===== src/rtl/sdram_init_pkg.sv =====
package sdram_init_pkg;

    typedef enum logic [2:0] {
        ST_STABLE,
        ST_PRECHG,
        ST_PRE_GAP,
        ST_LOADMODE,
        ST_MODE_GAP,
        ST_REFRESH,
        ST_REF_GAP,
        ST_READY
    } init_state_t;

    typedef struct packed {
        logic cs_n;
        logic ras_n;
        logic cas_n;
        logic we_n;
    } sd_cmd_t;

    localparam sd_cmd_t CMD_NOP     = '{1'b0, 1'b1, 1'b1, 1'b1};
    localparam sd_cmd_t CMD_PRECHG  = '{1'b0, 1'b0, 1'b1, 1'b0};
    localparam sd_cmd_t CMD_REFRESH = '{1'b0, 1'b0, 1'b0, 1'b1};
    localparam sd_cmd_t CMD_LOADMR  = '{1'b0, 1'b0, 1'b0, 1'b0};

    localparam int ALLBANK_BIT = 10;

endpackage


===== src/rtl/init_wait_timer.sv =====
module init_wait_timer #(
    parameter int W       = 8,
    parameter int RST_VAL = 0
) (
    input  logic         clk,
    input  logic         rst_n,
    input  logic         load,
    input  logic [W-1:0] load_val,
    output logic         expired
);

    localparam logic [W-1:0] START = W'(RST_VAL);

    logic [W-1:0] cnt_q;

    always_ff @(posedge clk or negedge rst_n) begin
        if (!rst_n) begin
            cnt_q <= START;
        end else if (load) begin
            cnt_q <= load_val;
        end else if (cnt_q != '0) begin
            cnt_q <= cnt_q - 1'b1;
        end
    end

    assign expired = (cnt_q == '0);

endmodule


===== src/rtl/init_cmd_drive.sv =====
module init_cmd_drive
    import sdram_init_pkg::*;
#(
    parameter int                ADDR_W    = 12,
    parameter logic [ADDR_W-1:0] MODE_WORD = '0
) (
    input  init_state_t       state,
    output sd_cmd_t           cmd,
    output logic [ADDR_W-1:0] addr,
    output logic              dqm,
    output logic              ready
);

    always_comb begin
        cmd   = CMD_NOP;
        addr  = '0;
        dqm   = 1'b1;
        ready = 1'b0;
        unique case (state)
            ST_PRECHG: begin
                cmd               = CMD_PRECHG;
                addr[ALLBANK_BIT] = 1'b1;
            end
            ST_LOADMODE: begin
                cmd  = CMD_LOADMR;
                addr = MODE_WORD;
            end
            ST_REFRESH: begin
                cmd = CMD_REFRESH;
            end
            ST_READY: begin
                dqm   = 1'b0;
                ready = 1'b1;
            end
            ST_STABLE, ST_PRE_GAP, ST_MODE_GAP, ST_REF_GAP: begin
                cmd = CMD_NOP;
            end
            default: begin
                cmd = CMD_NOP;
            end
        endcase
    end

endmodule


===== src/rtl/sdram_init_seq.sv =====
module sdram_init_seq
    import sdram_init_pkg::*;
#(
    parameter int                ADDR_W    = 12,
    parameter int                CLK_MHZ   = 50,
    parameter int                STAB_US   = 200,
    parameter int                T_RP      = 3,
    parameter int                T_MRD     = 2,
    parameter int                T_RC      = 8,
    parameter int                REF_COUNT = 2,
    parameter logic [ADDR_W-1:0] MODE_WORD = 12'h032
) (
    input  logic              clk,
    input  logic              rst_n,
    output logic              sd_cke,
    output logic              sd_cs_n,
    output logic              sd_ras_n,
    output logic              sd_cas_n,
    output logic              sd_we_n,
    output logic [ADDR_W-1:0] sd_addr,
    output logic [1:0]        sd_ba,
    output logic              sd_dqm,
    output logic              init_ready
);

    localparam int STAB_CYCLES = CLK_MHZ * STAB_US;
    localparam int MAX_A       = (STAB_CYCLES > T_RP) ? STAB_CYCLES : T_RP;
    localparam int MAX_B       = (T_MRD > T_RC) ? T_MRD : T_RC;
    localparam int MAX_WAIT    = (MAX_A > MAX_B) ? MAX_A : MAX_B;
    localparam int CNT_W       = $clog2(MAX_WAIT + 1);
    localparam int RC_W        = $clog2(REF_COUNT + 1);

    localparam logic [CNT_W-1:0] GAP_RP  = CNT_W'(T_RP - 2);
    localparam logic [CNT_W-1:0] GAP_MRD = CNT_W'(T_MRD - 2);
    localparam logic [CNT_W-1:0] GAP_RC  = CNT_W'(T_RC - 2);
    localparam logic [RC_W-1:0]  REF_LAST = RC_W'(REF_COUNT);

    init_state_t      state_q, state_d;
    logic             tmr_load;
    logic [CNT_W-1:0] tmr_val;
    logic             tmr_expired;
    logic [RC_W-1:0]  refs_q;
    sd_cmd_t          cmd;

    init_wait_timer #(
        .W       (CNT_W),
        .RST_VAL (STAB_CYCLES - 1)
    ) u_timer (
        .clk      (clk),
        .rst_n    (rst_n),
        .load     (tmr_load),
        .load_val (tmr_val),
        .expired  (tmr_expired)
    );

    always_ff @(posedge clk or negedge rst_n) begin
        if (!rst_n) begin
            state_q <= ST_STABLE;
        end else begin
            state_q <= state_d;
        end
    end

    always_ff @(posedge clk or negedge rst_n) begin
        if (!rst_n) begin
            refs_q <= '0;
        end else if (state_q == ST_REFRESH) begin
            refs_q <= refs_q + 1'b1;
        end
    end

    always_comb begin
        state_d  = state_q;
        tmr_load = 1'b0;
        tmr_val  = '0;
        unique case (state_q)
            ST_STABLE: begin
                if (tmr_expired) state_d = ST_PRECHG;
            end
            ST_PRECHG: begin
                tmr_load = 1'b1;
                tmr_val  = GAP_RP;
                state_d  = ST_PRE_GAP;
            end
            ST_PRE_GAP: begin
                if (tmr_expired) state_d = ST_LOADMODE;
            end
            ST_LOADMODE: begin
                tmr_load = 1'b1;
                tmr_val  = GAP_MRD;
                state_d  = ST_MODE_GAP;
            end
            ST_MODE_GAP: begin
                if (tmr_expired) state_d = ST_REFRESH;
            end
            ST_REFRESH: begin
                tmr_load = 1'b1;
                tmr_val  = GAP_RC;
                state_d  = ST_REF_GAP;
            end
            ST_REF_GAP: begin
                if (tmr_expired) begin
                    state_d = (refs_q == REF_LAST) ? ST_READY : ST_REFRESH;
                end
            end
            ST_READY: begin
                state_d = ST_READY;
            end
            default: begin
                state_d = ST_STABLE;
            end
        endcase
    end

    init_cmd_drive #(
        .ADDR_W    (ADDR_W),
        .MODE_WORD (MODE_WORD)
    ) u_drive (
        .state (state_q),
        .cmd   (cmd),
        .addr  (sd_addr),
        .dqm   (sd_dqm),
        .ready (init_ready)
    );

    assign sd_cs_n  = cmd.cs_n;
    assign sd_ras_n = cmd.ras_n;
    assign sd_cas_n = cmd.cas_n;
    assign sd_we_n  = cmd.we_n;
    assign sd_cke   = 1'b1;
    assign sd_ba    = 2'b00;

endmodule


===== config.mk =====
export PLATFORM = sky130hd
export DESIGN_NAME = sdram_init_seq
export DESIGN_NICKNAME = d
export VERILOG_FILES = /design/src/rtl/sdram_init_pkg.sv /design/src/rtl/init_wait_timer.sv /design/src/rtl/init_cmd_drive.sv /design/src/rtl/sdram_init_seq.sv
export SDC_FILE = /design/constraint.sdc
export NUM_CORES = 1
export LEC_CHECK = 0
export BUFFER_PORTS_ARGS = -buffer_cell sky130_fd_sc_hd__buf_4
export CAP_MARGIN = 25
export CORE_MARGIN = 1.5
export CORE_UTILIZATION = 47
export CTS_CLUSTER_DIAMETER = 60
export CTS_CLUSTER_SIZE = 12
export DETAILED_ROUTE_END_ITERATION = 8
export PLACE_DENSITY = 0.69
export REMOVE_ABC_BUFFERS = 1
export SYNTH_ARGS = -nofsm -noshare
export SYNTH_HDL_FRONTEND = slang
export SYNTH_SLANG_ARGS = --single-unit

===== constraint.sdc =====
create_clock -name clk -period 2.35 [get_ports clk]
set_input_delay 0.1175 -clock clk [delete_from_list [all_inputs] [get_ports clk]]
set_output_delay 0.1175 -clock clk [all_outputs]
set_load 0.005 [all_outputs]

## After elaboration in Yosys (flattened, before gate mapping)

Cells that the tools add are included.
Widths: inputs -> output; s select.

| word-level totals | value |
|---|---|
| word-level logic and storage cells | 38 |
| bits in writable memories | 0 |
| flip-flop bits (word level) | 19 |
| output and inout bits | 21 |
| bits in latches | 0 |
| memories | 0 |
| memory bits (read-only) | 0 |
| bits of input ports | 2 |

| cells by class | value |
|---|---|
| reductions and logical operators | 6 |
| $add $sub $neg | 2 |
| shift operators | 0 |
| equality and inequality tests | 12 |
| bitwise operators | 0 |
| multiply operators | 0 |
| magnitude comparators | 0 |
| div/mod/pow operators | 0 |
| muxes and demuxes | 15 |

Operators with widths:

| cell | number |
|---|---|
| $mux 14 | 2 |
| $pmux 3 s8 | 1 |
| $logic_not 14->1 | 1 |
| $reduce_bool 14->1 | 1 |
| $sub 14x1->14 const B | 1 |
| $eq 3x3->1 const B | 4 |
| $mux 3 | 4 |
| $pmux 3 s3 | 1 |
| $ne 2x2->1 const B | 4 |
| $eq 3x2->1 const B | 2 |
| $mux 6 | 1 |
| $pmux 3 s2 | 1 |
| $mux 1 | 4 |
| $reduce_and 4->1 | 1 |
| $eq 3x1->1 const B | 1 |
| $logic_not 3->1 | 1 |
| $reduce_or 3->1 | 1 |
| $add 2x1->2 const B | 1 |
| $eq 2x2->1 const B | 1 |
| $mux 2 | 1 |
| $reduce_bool 2->1 | 1 |

## Logic depth before layout (Yosys ltp)

| logic depth | value |
|---|---|
| depth in word-level cells | 4 |
| depth in mapped cells | 7 |
| depth with buffers taken out | 6 |

## By module

Synthesis repeated with hierarchy kept, for this count alone.

| unflattened totals | value |
|---|---|
| cells, all modules | 126 |
| area total of the unflattened synthesis | 1261.2 um2 |

Modules (own cells, without submodules):

| module | seq. area each (um2) | area an instance (um2) | instances | cells an instance |
|---|---|---|---|---|
| init_wait_timer | 360.3 | 835.8 | 1 | 77 |
| sdram_init_seq | 125.1 | 279.0 | 1 | 27 |
| init_cmd_drive | 0.0 | 146.4 | 1 | 22 |

## Least setup slack after synthesis

OpenSTA, ideal clock, no wires.

| path | value |
|---|---|
| path type | flip-flop to flip-flop |
| start | register u_timer.cnt_q[6] |
| end | register state_q[1] |
| slack | 0.626 ns |
| data arrival time | 1.593 ns |
| stages on the path, launching flop included | 6 |
| required time | 2.219 ns |
| path buffers | 1 |
| library setup time | 0.131 ns |
| path through | dfrtp_1 or4_4 nand4b_4 buf_6 o311ai_2 o21ai_1 |

| between the ends | value |
|---|---|
| longest elaborated chain between the ends | 3 |
| elaborated cells between the ends (all ways) | 6 |

Ends and longest elaborated chain:

| element | RTL line | RTL |
|---|---|---|
| from (decl) | init_wait_timer.sv:14 | `logic [W-1:0] cnt_q;` |
| from (signal assigned) | init_wait_timer.sv:20 | `cnt_q <= load_val;` |
| from (signal assigned) | init_wait_timer.sv:22 | `cnt_q <= cnt_q - 1'b1;` |
| $logic_not 14->1 (*) | init_wait_timer.sv:26 | `assign expired = (cnt_q == '0);` |
| $ne 2x2->1 (no line) | n/a |  |
| $reduce_and 4->1 (no line) (*) | n/a |  |
| to (signal assigned) | sdram_init_seq.sv:60 | `state_q <= state_d;` |
| to (decl) | sdram_init_seq.sv:38 | `init_state_t state_q, state_d;` |

Mark *: on every way between the ends. The rest lies on a longest branch, timed or not.
A chain may end at the register's enable or synchronous reset.

## Final worst setup path

| path | value |
|---|---|
| start | register u_timer.cnt_q[0] |
| end | register state_q[1] |

The elaborated chain is that of the path after synthesis.

==> run metrics <==
status finished clean; top cell type's share of synthesized area 0.229; worst hold path type input port to asynchronous set/reset pin; worst path bufs/invs 1; latest clock arrival within the worst-skew pair 300 ps; Cell Pwr Density 399 mW/mm2; antenna cells 0; final wirelength 2230 um; CP Capture Type flop; Synth Register Bits 19; CTS Buf Count 3; DRT antenna net count 0; Clock Tree Buf Depth 2; Synth area leader dfrtp_1; Fin Clk Skew 7.94 ps; die height 53.6 um; worst setup path class flop to flop; MaxCap Viol Count 0; final number of setup-violating endpoints 0; Gate Count Post-Synth 131; TritonCTS clock tree done; H-tree Lvls 1; DRT iter0 DRCs 14; largest net degree at the start of global routing 20; DR WL/cell 13.0 um; Port-buffer cells 10; vias in the first global route 879; antenna violations before repair 0; Req. time, crit path 2540 ps; Avg Cell Area, Syn 9.19 um2; Max VDD drop 0.000306 V; Root Driver clkbuf_4; setup TNS 0 ps; unrepaired setup endpoints after global routing false; GP Congestion 0.760; CP cell instances inv_1, ha_1, nor3b_1, nand4b_4, o311ai_2, o21ai_1; sequential area share after synthesis 0.403; Die W 53.6 um; Detailed Place HPWL 1610 um; crit-path max FO 13; post-synthesis async set-or-reset flop share 1.00; drt first pass iters 4; ys flop type dfrtp_1; Final min period 1810 ps; Netlist cell types 40; crit start category flop; Post-synth top cells 14 x buf_4, 14 x nand2_1, 13 x nor2_1; Die ar. 0.00287 mm2; f_max 551 MHz; first-pass GRT wire length 3700 um; final hold vios 0; slowest CP cell dfstp_2; placed cells 166; Initial Utilization 0.490; Synth Cell Area 0.00120 mm2; CTS sink count 19; vias post-DR 926; final cell count without fillers 171; Slew Limit Fails 0; GRT Util Overall 0.182; YS warnings 0; Remaining DRCs 0; Static Leak 0.614 nW; slowest cell delay on critical path 390 ps; Synth-to-Final Area Change 6.45%; nets@finish 146; # rows 18; critical path data arrival time 2000 ps; most area-consuming cells after synthesis dfrtp_1 23%, dfstp_2 17%, buf_4 8.7%; I/O pin count 23; fraction of layout cells with a size suffix above 1 0.248; clock-pin slew on the worst setup and hold paths 120 ps; Top Family by Delay on Critical Path simple AND/OR/NAND/NOR gates; Vias/cell 5.42; fillcell total 245; power consumption 511 uW; number of synthesized flops with an enable pin 0; Core Area 0.00245 mm2; crit share post-route 0.772; grt ovf 0
-- cells in the final DEF, fill, tap and decap left out, types with 3 or more instances in the layout --
cell type  instances
dfrtp_1           11
a31oi_1            3
nor2_1            13
a21oi_1            8
clkbuf_4           3
buf_4             12
o21ai_0            4
a41o_1             3
conb_1            12
inv_1              8
nand2b_1           5
a31o_2             3
nand2_1           14
dfstp_2            8
-- layer usage --
layer	up-vias	share of wire	GRT usage
met5	-	0	0
met4	0	0.012	0.0641
met3	2	0.037	0.0500
met2	16	0.53	0.340
met1	457	0.42	0.194
li1	451	-	-
-- cell type report --
type,instances,area [um2],area share
Inverter,8,30.0,0.0234
Tap cell,30,37.5,0.0293
Timing Repair Buffer,13,100,0.0781
Clock buffer,3,22.5,0.0176
Multi-Input combinational cell,97,601,0.469
Clock inverter,1,5.00,0.00391
Sequential cell,19,485,0.379
-- state kept, by name, summed over array words and instances (netlist names) --
name	cells
refs_q	2
state_q	3
u_timer.cnt_q	14
-- through the flow --
stage	setup WS, ps	util	area, um2	hold slack [ps]
3_5_place_dp	549	0.507	1240	8.13
4_1_cts	517	0.522	1280	210
3_3_place_gp	609	0.507	1240	2.39
5_1_grt	373	0.522	1280	239
2_1_floorplan	680	-	1120	-178
6_report	537	0.522	1280	211
-- kinds of logic (layout without fill, tap and decap cells) --
logic type / after synthesis / count (layout) / share of synthesized area
AO/OA/AOI/OAI: 29 / 29 / 0.170
flip-flops: 19 / 19 / 0.403
multiplexers: 2 / 2 / 0.0166
other: 2 / 12 / 0.00624
XOR/XNOR: 3 / 3 / 0.0218
adder cells (fa/ha/maj): 2 / 2 / 0.0208
AND/OR/NAND/NOR: 49 / 49 / 0.232
buffers and inverters: 25 / 25 / 0.129
-- worst paths after layout --
path | start | end | slack (ps) | cells past startpoint
worst max register to register | u_timer.cnt_q[0] | state_q[1] | 540 | 6
worst max-delay path | u_timer.cnt_q[0] | state_q[1] | 540 | 6
min in group clk | refs_q[0] | refs_q[0] | 480 | 1
max in group asynchronous | rst_n | u_timer.cnt_q[2] | 1870 | 2
worst min register to register | refs_q[0] | refs_q[0] | 480 | 1
worst min-delay path | rst_n | u_timer.cnt_q[12] | 210 | 2
-- where the power goes --
group / leakage [nW] / switching [mW] / internal, mW / total, mW
registers: 0.215 / 0 / 0.328 / 0.328
logic: 0.381 / 0.0108 / 0.00222 / 0.0130
clock network: 0.0177 / 0.107 / 0.0635 / 0.171
-- what timing repair did --
action	in CTS	in global routing
endpoints found under the hold margin	19	0
setup buffers	0	0
setup endpoints to repair	0	0
hold buffers	1	0
gates resized for setup	0	0
(Power assumes the default switching activity.)
